**config.mk**
```make
export PLATFORM = sky130hd
export DESIGN_NAME = pcm_xcvr
export DESIGN_NICKNAME = d
export VERILOG_FILES = /design/src/rtl/pcm_pkg.sv /design/src/rtl/pcm_clkgen.sv /design/src/rtl/pcm_tx.sv /design/src/rtl/pcm_rx.sv /design/src/rtl/pcm_wmark.sv /design/src/rtl/pcm_xcvr.sv
export SDC_FILE = /design/constraint.sdc
export NUM_CORES = 1
export LEC_CHECK = 0
export ABC_AREA = 1
export BUFFER_PORTS_ARGS = -buffer_cell sky130_fd_sc_hd__buf_2
export CAP_MARGIN = 20
export CORE_ASPECT_RATIO = 1.75
export CORE_UTILIZATION = 45
export DETAILED_ROUTE_END_ITERATION = 8
export MAX_ROUTING_LAYER = met4
export PLACE_DENSITY_LB_ADDON = 0.2
export SYNTH_ARGS = -nofsm -noshare
export SYNTH_HDL_FRONTEND = slang
export SYNTH_HIERARCHICAL = 1
export SYNTH_SLANG_ARGS = --single-unit
```
**constraint.sdc**
```tcl
create_clock -name clk -period 4.73 [get_ports clk]
set_clock_uncertainty 0.1 [all_clocks]
set_input_delay 0.473 -clock clk [delete_from_list [all_inputs] [get_ports clk]]
set_output_delay 0.473 -clock clk [all_outputs]
set_load 0.005 [all_outputs]
```
**src/rtl/pcm_pkg.sv**
```systemverilog
`timescale 1ns/1ps
package pcm_pkg;
   localparam int WORD_W = 16;
   localparam int WIDX_W = $clog2(WORD_W);
endpackage

```
**src/rtl/pcm_clkgen.sv**
```systemverilog
`timescale 1ns/1ps
// Bit-clock divider, frame position counter and sync generator.
module pcm_clkgen #(
   parameter int DIV_W   = 8,
   parameter int FRAME_W = 8
) (
   input  logic               clk,
   input  logic               rst_n,
   input  logic               en,
   input  logic [DIV_W-1:0]   div_val,
   input  logic [FRAME_W-1:0] frame_len,
   output logic               sclk,
   output logic               sync,
   output logic               rise,
   output logic               fall,
   output logic               run,
   output logic [FRAME_W-1:0] bc,
   output logic [FRAME_W-1:0] nbc
);
   logic [DIV_W-1:0] ph;
   logic [DIV_W-1:0] half;

   assign half = div_val >> 1;
   assign rise = en && (ph == div_val - DIV_W'(1));
   assign fall = en && run && (ph == half - DIV_W'(1));
   assign nbc  = (!run || bc == frame_len - FRAME_W'(1)) ? '0 : bc + FRAME_W'(1);

   always_ff @(posedge clk or negedge rst_n) begin
      if (!rst_n) begin
         ph   <= '0;
         sclk <= 1'b0;
         sync <= 1'b0;
         run  <= 1'b0;
         bc   <= '0;
      end else if (!en) begin
         ph   <= '0;
         sclk <= 1'b0;
         sync <= 1'b0;
         run  <= 1'b0;
         bc   <= '0;
      end else begin
         ph <= rise ? '0 : ph + DIV_W'(1);
         if (rise) begin
            sclk <= 1'b1;
            run  <= 1'b1;
            bc   <= nbc;
            sync <= (nbc == '0);
         end else if (fall) begin
            sclk <= 1'b0;
         end
      end
   end
endmodule

```
**src/rtl/pcm_tx.sv**
```systemverilog
`timescale 1ns/1ps
// Transmit serializer: loads one word per frame, shifts on rising edges.
module pcm_tx
   import pcm_pkg::*;
#(
   parameter int FRAME_W = 8
) (
   input  logic               clk,
   input  logic               rst_n,
   input  logic               en,
   input  logic               rise,
   input  logic               run,
   input  logic [FRAME_W-1:0] bc,
   input  logic [FRAME_W-1:0] nbc,
   input  logic               late,
   input  logic               done_en,
   input  logic [WORD_W-1:0]  tx_data,
   input  logic               tx_empty,
   output logic               tx_pop,
   output logic               sdout,
   output logic               done_irq,
   output logic               underrun
);
   logic [WORD_W-1:0]  word_q;
   logic [WORD_W-1:0]  src;
   logic [FRAME_W-1:0] lat;
   logic [FRAME_W-1:0] tidx;
   logic [FRAME_W-1:0] didx;
   logic [WIDX_W-1:0]  bsel;
   logic               start;
   logic               in_w;
   logic               last;

   assign lat    = {{(FRAME_W-1){1'b0}}, late};
   assign start  = rise && (nbc == '0);
   assign tx_pop = start && !tx_empty;
   assign src    = start ? (tx_empty ? '0 : tx_data) : word_q;
   assign tidx   = nbc - lat;
   assign in_w   = (nbc >= lat) && (tidx < FRAME_W'(WORD_W));
   assign bsel   = WIDX_W'(WORD_W-1) - tidx[WIDX_W-1:0];
   assign didx   = bc - lat;
   assign last   = run && (bc >= lat) && (didx == FRAME_W'(WORD_W-1));

   always_ff @(posedge clk or negedge rst_n) begin
      if (!rst_n) begin
         word_q   <= '0;
         sdout    <= 1'b0;
         done_irq <= 1'b0;
         underrun <= 1'b0;
      end else if (!en) begin
         word_q   <= '0;
         sdout    <= 1'b0;
         done_irq <= 1'b0;
         underrun <= 1'b0;
      end else begin
         done_irq <= 1'b0;
         if (start) begin
            word_q <= src;
            if (tx_empty) underrun <= 1'b1;
         end
         if (rise) begin
            sdout    <= in_w ? src[bsel] : 1'b0;
            done_irq <= last && done_en;
         end
      end
   end
endmodule

```
**src/rtl/pcm_rx.sv**
```systemverilog
`timescale 1ns/1ps
// Receive deserializer: samples on falling edges, pushes the first word.
module pcm_rx
   import pcm_pkg::*;
#(
   parameter int FRAME_W = 8
) (
   input  logic               clk,
   input  logic               rst_n,
   input  logic               en,
   input  logic               fall,
   input  logic [FRAME_W-1:0] bc,
   input  logic               late,
   input  logic               sdin,
   input  logic               rx_full,
   output logic [WORD_W-1:0]  rx_data,
   output logic               rx_push,
   output logic               overrun
);
   logic [WORD_W-1:0]  sh;
   logic [FRAME_W-1:0] lat;
   logic [FRAME_W-1:0] ridx;
   logic               in_w;

   assign lat  = {{(FRAME_W-1){1'b0}}, late};
   assign ridx = bc - lat;
   assign in_w = (bc >= lat) && (ridx < FRAME_W'(WORD_W));

   always_ff @(posedge clk or negedge rst_n) begin
      if (!rst_n) begin
         sh      <= '0;
         rx_data <= '0;
         rx_push <= 1'b0;
         overrun <= 1'b0;
      end else if (!en) begin
         sh      <= '0;
         rx_data <= '0;
         rx_push <= 1'b0;
         overrun <= 1'b0;
      end else begin
         rx_push <= 1'b0;
         if (fall && in_w) begin
            sh <= {sh[WORD_W-2:0], sdin};
            if (ridx == FRAME_W'(WORD_W-1)) begin
               if (rx_full) begin
                  overrun <= 1'b1;
               end else begin
                  rx_data <= {sh[WORD_W-2:0], sdin};
                  rx_push <= 1'b1;
               end
            end
         end
      end
   end
endmodule

```
**src/rtl/pcm_wmark.sv**
```systemverilog
`timescale 1ns/1ps
// Registered FIFO watermark compare; ABOVE picks strict-greater or at-or-below.
module pcm_wmark #(
   parameter int LVL_W = 5,
   parameter bit ABOVE = 1'b1
) (
   input  logic             clk,
   input  logic             rst_n,
   input  logic             en,
   input  logic [LVL_W-1:0] level,
   input  logic [LVL_W-1:0] thresh,
   output logic             irq
);
   logic hit;

   generate
      if (ABOVE) begin : g_above
         assign hit = level > thresh;
      end else begin : g_below
         assign hit = level <= thresh;
      end
   endgenerate

   always_ff @(posedge clk or negedge rst_n) begin
      if (!rst_n) irq <= 1'b0;
      else        irq <= en && hit;
   end
endmodule

```
**src/rtl/pcm_xcvr.sv**
```systemverilog
`timescale 1ns/1ps
module pcm_xcvr
   import pcm_pkg::*;
#(
   parameter int DIV_W   = 8,
   parameter int FRAME_W = 8,
   parameter int LVL_W   = 5
) (
   input  logic               clk,
   input  logic               rst_n,
   input  logic               enable,
   input  logic [DIV_W-1:0]   div_val,
   input  logic [FRAME_W-1:0] frame_len,
   input  logic               tx_msb_late,
   input  logic               rx_msb_late,
   input  logic               tx_done_en,
   input  logic [LVL_W-1:0]   rx_afull_lvl,
   input  logic [LVL_W-1:0]   tx_aempty_lvl,
   input  logic [LVL_W-1:0]   rx_fifo_level,
   input  logic [LVL_W-1:0]   tx_fifo_level,
   input  logic [15:0]        tx_data,
   input  logic               tx_empty,
   output logic               tx_pop,
   output logic [15:0]        rx_data,
   output logic               rx_push,
   input  logic               rx_full,
   input  logic               sdin,
   output logic               sclk,
   output logic               sync,
   output logic               sdout,
   output logic               tx_done_irq,
   output logic               rx_afull_irq,
   output logic               tx_aempty_irq,
   output logic               underrun,
   output logic               overrun
);
   generate
      if (DIV_W < 2) begin : g_bad_div
         $error("DIV_W must allow a divider of at least 2");
      end
      if (FRAME_W < 5) begin : g_bad_frame
         $error("FRAME_W must hold a frame of at least 17 bit clocks");
      end
      if (WORD_W != 16) begin : g_bad_word
         $error("word width is fixed at 16");
      end
   endgenerate

   logic               rise, fall, run;
   logic [FRAME_W-1:0] bc, nbc;

   pcm_clkgen #(.DIV_W(DIV_W), .FRAME_W(FRAME_W)) u_clk (
      .clk(clk), .rst_n(rst_n), .en(enable), .div_val(div_val),
      .frame_len(frame_len), .sclk(sclk), .sync(sync), .rise(rise),
      .fall(fall), .run(run), .bc(bc), .nbc(nbc)
   );

   pcm_tx #(.FRAME_W(FRAME_W)) u_tx (
      .clk(clk), .rst_n(rst_n), .en(enable), .rise(rise), .run(run),
      .bc(bc), .nbc(nbc), .late(tx_msb_late), .done_en(tx_done_en),
      .tx_data(tx_data), .tx_empty(tx_empty), .tx_pop(tx_pop),
      .sdout(sdout), .done_irq(tx_done_irq), .underrun(underrun)
   );

   pcm_rx #(.FRAME_W(FRAME_W)) u_rx (
      .clk(clk), .rst_n(rst_n), .en(enable), .fall(fall), .bc(bc),
      .late(rx_msb_late), .sdin(sdin), .rx_full(rx_full),
      .rx_data(rx_data), .rx_push(rx_push), .overrun(overrun)
   );

   pcm_wmark #(.LVL_W(LVL_W), .ABOVE(1'b1)) u_rx_wm (
      .clk(clk), .rst_n(rst_n), .en(enable), .level(rx_fifo_level),
      .thresh(rx_afull_lvl), .irq(rx_afull_irq)
   );

   pcm_wmark #(.LVL_W(LVL_W), .ABOVE(1'b0)) u_tx_wm (
      .clk(clk), .rst_n(rst_n), .en(enable), .level(tx_fifo_level),
      .thresh(tx_aempty_lvl), .irq(tx_aempty_irq)
   );
endmodule

```
==> reports/metrics.cfg, run 1 <==
[clock_tree]
hold_buffers = 0
cts_setup_buffers = 0
clockBufferDepth = 2
cts_root_buf = clkbuf_16
numCtsBuffers = 9
cts.clk_slew.worst_paths_ns = 0.06
cts_tree = built
cts.sinks = 73
ctsResizeCount = 0
htree_levels = 3
clock_latency_ns = 0.33

[final_layout]
n_fill_cell = 1068
drive_above_1_share_pct = 19.10
syn2layout_area_growth_pct = 15.30
fin_nets = 858
diodes = 0

[timing]
clock.fmax_ghz = 0.2921
rsz0062_at_grt = no
drv_slew = 0
hold_viol = 0
fin_setup_tns_ns = 0
period_share_pct = 72.38
setup_viol_count_final = 0
tightest_slew_ns = 0.8868
relSlewSlack_pct = 40.88
fin_crit_ns = 3.423

[global_routing]
grt_pass1_vias = 4602
antenna_found_initial = 0
grt_max_degree = 42
grt_pass1_wl_um = 19290
overflow = 0
use_met2_pct = 40.67
use_met3_pct = 2.436
grt_use_met1_pct = 21.39
grt_use_total_pct = 21.89
busiest_layer = met2

[route]
via_count = 4662
wl_per_cell_um = 12.59
drtIter0Drc = 170
drt_wl_total_um = 11460
drc = 0
drtAntennaViolNets = 0
vias_per_cell = 5.123
firstDrtPassIters = 4

[place]
port_buffers = 86
place_congestion = 0.9501
dp_hpwl_um = 8913

[floorplan]
core_region_area_mm2 = 0.01082
chipWidth_um = 82.19
io_pins = 87
die_y_um = 142.3
start_util_pct = 46.79
fp-row-count = 50
die_area_mm2 = 0.01170

[synth]
syn-cell-area_mm2 = 0.005064
synth_top_cell_by_area = dfrtp_1
synth-seq-area-share_pct = 36.08
synthTopCellsByArea = dfrtp_1, nand2_1, nand3_1, inv_1, ha_1
synth_cell_type_count = 38
synth-seq-cells = 73
syn-num-nets = 778
ys_warn_count = 6
syn_inst = 696
syn_area_per_cell_um2 = 7.275
synth_top_area_share_pct = 36.08

[worst_hold_path]
hold_path_class = in -> async

[worst_setup_path]
path_max_fanout = 18
endpoint_kind = primary output
r2r_slack_ns = 1.33
worstPathRequired_ns = 4.16
timing.rr.end = u_tx/sdout
rr_worst_depth = 19
reg2reg_from = u_clk/bc[3]
path_common_cell = nand2_1
critPathSlowestCell = dfrtp_1
path_cells = xor2_1 -> nand2_1 -> nand2_1 -> nand2_1 -> nor2_1 -> nand2_1 -> nand2_1 -> inv_1 -> nand2_1 -> inv_1 -> inv_2 -> nand3_2 -> nor2_8 -> nand2_4 -> nor2_1 -> buf_2
slowest_delay_ns = 0.64
crit_type = reg -> out
worstPathArrival_ns = 2.85
start_kind = register

[job]
maxCapViolations = 0

[power_and_ir_drop]
power_mw = 1.463
peakVddDrop_v = 0.0002232
power.density_mw_per_mm2 = 250.6
leakagePower_nw = 3.178

[run_status]
status = finished clean

## where the power goes
part           total (mW)  internal (mW)  switching, mW
clock               0.667          0.418          0.248
combinational       0.163         0.0632         0.0996
sequential          0.634          0.629        0.00442
total                1.46           1.11          0.353
## area by class of cell
type / count / area (um2) / area share, %
Inverter: 110 / 415.4 / 7.115
Tap cell: 130 / 162.7 / 2.786
Clock inverter: 5 / 56.30 / 0.9644
Clock buffer: 10 / 239.0 / 4.093
Timing Repair Buffer: 89 / 452.9 / 7.758
Multi-Input combinational cell: 493 / 2685 / 45.99
Sequential cell: 73 / 1827 / 31.29
## critical path: cells and delay by family (launching register included)
kind | cells | cell delay (ns)
xor gates and xnor gates | 1 | 0.19
buffers and inverters | 4 | 0.31
DFF | 1 | 0.64
and+or+nand+nor | 11 | 1.37
## cell usage in the layout (no fill, tap or decap), types with 3 or more instances in the layout
master / count
a21oi_1: 12
o21ai_0: 15
xnor2_1: 21
buf_2: 86
nor2_2: 10
inv_2: 6
nand3_1: 85
nand3b_1: 5
nor2_4: 3
dfrtp_1: 73
inv_1: 100
nand2_1: 177
nand4_1: 22
nand2_4: 3
o22ai_2: 4
clkbuf_16: 9
clkinv_1: 3
xor2_1: 15
nor2_1: 56
nand2_2: 7
o21ai_1: 16
buf_4: 3
nor3_1: 4
ha_1: 21
## routing by layer
| metal | vias to the layer above | share of wire (%) |
|---|---|---|
| met4 | 0 | 2.9 |
| li1 | 2375 | - |
| met3 | 24 | 3.0 |
| met2 | 106 | 55 |
| met5 | - | 0 |
| met1 | 2157 | 39 |
## logic make-up (layout without fill, tap and decap cells)
group                    count (synthesis)  after routing  share of synthesized area [%]
flip-flops                              73             73                          36.08
adder cells (fa/ha/maj)                 21             21                          5.189
XOR/XNOR                                36             36                          6.227
AO/OA/AOI/OAI                           52             52                          6.054
buffers and inverters                  130            214                          10.90
AND/OR/NAND/NOR                        384            384                          35.56
## sequential cells by signal, summed over array words and instances, names as in the netlist
signal	count
u_tx_wm/irq	1
u_rx/sh	15
u_clk/run	1
u_tx/underrun	1
u_clk/ph	8
u_tx/word_q	16
u_tx/done_irq	1
u_tx/sdout	1
u_clk/bc	8
u_clk/sync	1
u_rx/overrun	1
u_rx_wm/irq	1
u_rx/rx_push	1
u_clk/sclk	1
u_rx/rx_data	16
## synth_stat cells
| cell type | n |
|---|---|
| clkbuf_1 | 5 |
| buf_1 | 1 |
| nor2_4 | 3 |
| dfrtp_1 | 73 |
| buf_6 | 7 |
| xnor2_1 | 21 |
| or2_2 | 2 |
| nor3_1 | 4 |
| nor4_1 | 1 |
| nor2_2 | 10 |
| and3b_1 | 1 |
| nand3_2 | 2 |
| inv_4 | 1 |
| o21ai_1 | 16 |
| nor2_8 | 2 |
| nor3_2 | 2 |
| xor2_1 | 15 |
| clkinv_1 | 3 |
| o211ai_1 | 1 |
| and3_1 | 1 |
| a21oi_2 | 2 |
| o22ai_2 | 4 |
| nand3_1 | 85 |
| nand2_1 | 177 |
| ha_1 | 21 |
| nand3_4 | 1 |
| a21oi_1 | 12 |
| o21a_1 | 1 |
| nand4_1 | 22 |
| a2111oi_0 | 1 |
| nand2_2 | 7 |
| o21ai_0 | 15 |
| inv_1 | 100 |
| buf_2 | 7 |
| nor2_1 | 56 |
| nand3b_1 | 5 |
| nand2_4 | 3 |
| inv_2 | 6 |
## how the worst max path moves through the flow
stage / startpoint / endpoint / slack (ns) / depth (start not counted)
after detailed placement: frame_len[0] / u_tx/sdout / 1.07 / 25
after global placement: frame_len[0] / u_tx/sdout / 1.07 / 22
final: u_clk/bc[3] / tx_pop / 1.31 / 16
after floorplan: frame_len[0] / u_tx/sdout / 1.74 / 21
after global routing: u_clk/bc[3] / tx_pop / 1.03 / 16
after CTS: u_clk/bc[3] / tx_pop / 1.29 / 16
## through the flow
step | hold slack (ns) | std cells | cell area, um2 | utilization, % | setup slack, ns
finish | 0.1666 | 910 | 5838 | 53.94 | 1.307
global route | 0.2311 | 910 | 5838 | 53.94 | 1.030
CTS | 0.1937 | 910 | 5838 | 53.94 | 1.289
detailed placement | 0.3827 | 895 | 5543 | 51.21 | 1.067
global placement | 0.3648 | 895 | 5543 | 51.21 | 1.071
floorplan | 0.07741 | 696 | 5064 | - | 1.742
No activity file was read; power rests on OpenSTA's default activity.
==> run 2, diff against run 1 <==
Clock period 4.73 ns to 3 ns, I/O delays scaled along.
==> reports/metrics.cfg, run 2 (synthesis results as in run 1) <==
[run_status]
status = finished clean

[route]
drc = 0
drt_wl_total_um = 11630
drtAntennaViolNets = 0
wl_per_cell_um = 12.45
drtIter0Drc = 169
via_count = 4729
firstDrtPassIters = 5
vias_per_cell = 5.063

[final_layout]
instances_no_fill = 934
final_common_cell = nand2_1
layout_common_cells = nand2_1, inv_1, buf_2
syn2layout_area_growth_pct = 20.43
fin_nets = 881
drive_above_1_share_pct = 21.89
diodes = 0
top_regs = u_rx/rx_data (16), u_tx/word_q (16), u_rx/sh (15)

[timing]
fin_setup_tns_ns = 0
period_share_pct = 94.46
setup_viol_count_final = 0
clock.fmax_ghz = 0.3529
tightest_slew_ns = 0.4879
drv_slew = 0
relSlewSlack_pct = 67.27
hold_viol = 0
worst_hold_slack_ns = 0.1472
fin_crit_ns = 2.834

[floorplan]
start_util_pct = 46.79
die_y_um = 142.3
chipWidth_um = 82.19
io_pins = 87
fp-row-count = 50
core_region_area_mm2 = 0.01082
die_area_mm2 = 0.01170

[worst_setup_path]
worstPathRequired_ns = 2.60
path_cells = xnor2_1 -> o21ai_1 -> nand2_1 -> nand2_1 -> nor2_1 -> nand2_1 -> buf_4 -> nand3_1 -> inv_1 -> inv_1 -> nand2_1 -> nor2_4 -> nand2_8 -> nor2_1 -> buf_2
slowest_delay_ns = 0.46
critPathBufInv = 4
critPathSlowestCell = dfrtp_2
start_kind = register
worstPathArrival_ns = 2.43
endpoint_kind = primary output
path_max_fanout = 18
path_common_cell = nand2_1
crit_type = reg -> out
crit_family = simple AND/OR/NAND/NOR gates

[clock_tree]
cts_root_buf = clkbuf_16
htree_levels = 3
numCtsBuffers = 9
clockBufferDepth = 2
clock_latency_ns = 0.34
cts.clk_slew.worst_paths_ns = 0.06
cts_setup_buffers = 0
cts_tree = built
cts.sinks = 73

[place]
place_inst = 917
port_buffers = 86
place_congestion = 0.8748
dp_hpwl_um = 8888

[global_routing]
overflow = 0
grt_max_degree = 74
antenna_found_initial = 0
grt_use_total_pct = 21.69
grt_pass1_vias = 4638
grt_pass1_wl_um = 19230

[power_and_ir_drop]
peakVddDrop_v = 0.0003420
power.density_mw_per_mm2 = 397.5
leakagePower_nw = 3.316

[worst_hold_path]
hold_path_class = in -> reg

[job]
maxCapViolations = 0

[run 2: cell types whose count changed in the layout (fill, tap and decap cells not counted), sizes merged]
cell,before,now
clkbuf,10,11
clkinvlp,1,0
buf,89,111
dlygate4sd3,0,1
bufinv,1,2
[run 2: path summary, 6_finish.rpt]
kind                                from  cells after the start  slack (ns)               to
setup / recovery             u_clk/bc[7]                     15        0.17           tx_pop
hold / removal                   rx_full                      3        0.15     u_rx/overrun
setup reg to reg             u_clk/bc[7]                     20        0.25       u_tx/sdout
hold reg to reg            u_tx/underrun                      1        0.39    u_tx/underrun
max in group asynchronous          rst_n                      3        2.07      u_clk/bc[3]
min in group asynchronous          rst_n                      3        0.42  u_rx/rx_data[4]
[run 2: cell type report]
type,instances,area [um2]
clock inverter,5,78.83
tap,130,162.7
sequential,73,1831
timing repair buffer,112,665.6
inverter,110,415.4
multi-input combinational,493,2703
clock buffer,11,242.7
fill,1056,4725
[run 2: what timing repair did]
action,4_1_cts,5_1_grt
hold buffers,1,0
endpoints found under the hold margin,73,0
endpoints found under the setup margin,0,2
gates resized for setup,0,9
[run 2: tightest hold or removal path: stages]
cell and delay (ns):
buf_2 0.11, nand3_1 0.08, a21oi_1 0.05
[run 2: layer usage]
layer	vias to the layer above	GRT usage, %	wire [um]	share of wire, %
li1	2422	-	-	-
met1	2164	20.59	4497	39
met2	112	40.41	6429	55
met3	31	2.500	289	2.5
met4	0	12.10	414	3.6
met5	-	-	0	0
[run 2: power by group]
part / total (mW) / switching, mW / leakage, nW / internal, mW
Clock: 1.16 / 0.409 / 0.159 / 0.749
Sequential: 0.999 / 0.00731 / 1.01 / 0.992
Combinational: 0.267 / 0.160 / 2.15 / 0.107
[run 2: metrics by stage]
stage | power (mW) | util (%) | instance area (um2) | worst slack, ns
after floorplan | 1.171 | - | 5064 | 0.1849
after global placement | 1.272 | 53.09 | 5746 | 0.03342
after detailed placement | 1.283 | 53.09 | 5746 | -0.07487
after CTS | 2.451 | 56.15 | 6077 | 0.1297
after global routing | 2.512 | 56.35 | 6098 | -0.006103
final | 2.424 | 56.35 | 6098 | 0.1662
==> run 3, diff against run 2 <==
Settings changed: REMOVE_ABC_BUFFERS set to 1.
==> reports/metrics.cfg, run 3 (synthesis results as in run 1) <==
[power_and_ir_drop]
power_mw = 2.431
power_frac_seq_pct = 41.0
power.density_mw_per_mm2 = 387.7
clkPwrFrac_pct = 47.8
combPwrFrac_pct = 11.2
p_sw_share_pct = 23.78
p_sw_uw = 578.2
leakagePower_nw = 3.382
p_int_mw = 1.853
peakVddDrop_v = 0.0003054

[timing]
period_share_pct = 94.22
fin_crit_ns = 2.827
clock.fmax_ghz = 0.3538
fin_setup_tns_ns = 0
drv_slew = 0
setup_viol_count_final = 0
relSlewSlack_pct = 38.72
hold_viol = 0
tightest_slew_ns = 0.9193

[final_layout]
multiInputGateArea_mm2 = 0.002783
regArea_mm2 = 0.001832
diodes = 0
final_common_cell = nand2_1
drive_above_1_share_pct = 24.57
n_fill_cell = 1037
layout_common_cells = nand2_1, inv_1, buf_2
final_util_pct = 57.94
syn2layout_area_growth_pct = 23.84
top_regs = u_rx/rx_data (16), u_tx/word_q (16), u_rx/sh (15)
fin_nets = 895
stdcell_area_mm2 = 0.006271

[clock_tree]
htree_levels = 3
cts.clk_slew.worst_paths_ns = 0.06
clockBufferDepth = 2
hold_buffers = 0
cts_tree = built
clock_latency_ns = 0.33
numCtsBuffers = 9
cts.sinks = 73
cts_root_buf = clkbuf_16

[global_routing]
use_met3_pct = 3.910
overflow = 0
grt_pass1_wl_um = 18920
use_met2_pct = 40.50
antenna_found_initial = 0
grt_use_met1_pct = 21.62
busiest_layer = met2
grt_pass1_vias = 4529
grt_max_degree = 74
grt_use_total_pct = 21.63

[route]
firstDrtPassIters = 4
drt_wl_total_um = 12050
drtAntennaViolNets = 0
vias_per_cell = 5.042
via_count = 4780
drc = 0
wl_per_cell_um = 12.71
drtIter0Drc = 187

[place]
place_congestion = 0.9188
dp_hpwl_um = 8759
port_buffers = 86
dpl_cell_area_mm2 = 0.005741

[floorplan]
fp-row-count = 50
io_pins = 87
start_util_pct = 46.79
chipWidth_um = 82.19
die_area_mm2 = 0.01170
core_region_area_mm2 = 0.01082
die_y_um = 142.3

[worst_setup_path]
reg2reg_from = u_clk/bc[1]
start_kind = register
endpoint_kind = register
path_common_cell = nand3_1
critPathSlowestCell = dfrtp_2
critPathBufInv = 5
worstPathArrival_ns = 2.95
crit_family = simple AND/OR/NAND/NOR gates
path_max_fanout = 10
path_cells = xor2_1 -> nand2_1 -> nor2_1 -> nand2_1 -> nor2_2 -> nand2_2 -> buf_4 -> nand3b_1 -> inv_1 -> inv_1 -> nand2_2 -> nor2_4 -> buf_6 -> buf_12 -> nand3_1 -> nand3_1 -> nand3_1 -> nand3_1 -> nand3_1 -> nand3_1 -> a21oi_1
crit_type = reg -> reg
startpoint = u_clk/bc[1]
worstPathRequired_ns = 3.12
slowest_delay_ns = 0.45

[run_status]
status = finished clean

[job]
maxCapViolations = 0

[worst_hold_path]
hold_path_class = in -> async

## run 3: layout make-up
type	count	share of cell area [%]
well taps	130	2.594
flip-flops and latches	73	29.21
clock inverters	4	1.217
inverters	110	6.624
clock buffers	12	3.931
multi-input cells	495	44.37
repair buffers	124	12.05
## run 3: path summary, 6_finish.rpt
path                                 to  slack (ns)  cells past startpoint
max                          u_tx/sdout        0.17                     21
min                         u_tx_wm/irq        0.08                      2
max reg2reg                  u_tx/sdout        0.17                     21
min reg2reg                  u_clk/sync        0.38                      2
max in group asynchronous   u_clk/bc[1]        2.06                      2
min in group clk           u_rx/overrun        0.15                      3
## run 3: layer usage
| layer | up-vias | share of wire (%) | routed length, um |
|---|---|---|---|
| met5 | - | 0 | 0 |
| met4 | 0 | 1.6 | 191 |
| met3 | 15 | 2.7 | 329 |
| met2 | 82 | 56 | 6789 |
| met1 | 2239 | 39 | 4737 |
| li1 | 2444 | - | - |
## run 3: power by group through the flow
stage	logic [mW]	clock network [mW]	registers (mW)
6_report	0.272	1.16	0.998
5_1_grt	0.309	1.22	0.999
4_1_cts	0.268	1.18	0.998
3_5_place_dp	0.267	0	1.02
3_3_place_gp	0.257	0	1.02
2_1_floorplan	0.146	0	1.02
## run 3: per-stage QoR
step                      instances  setup slack [ns]  hold slack (ns)
after floorplan                 676            0.1849         -0.09559
after global placement          918           -0.1422           0.3744
after detailed placement        918           -0.2069           0.3747
after CTS                       934          0.007016           0.1263
after global routing            948          -0.03377           0.1507
final                           948            0.1734          0.07660
## run 3: what timing repair did
item,CTS,global route
endpoints found under the hold margin,0,0
setup buffers,0,11
endpoints found under the setup margin,0,2
gates resized for setup,0,25
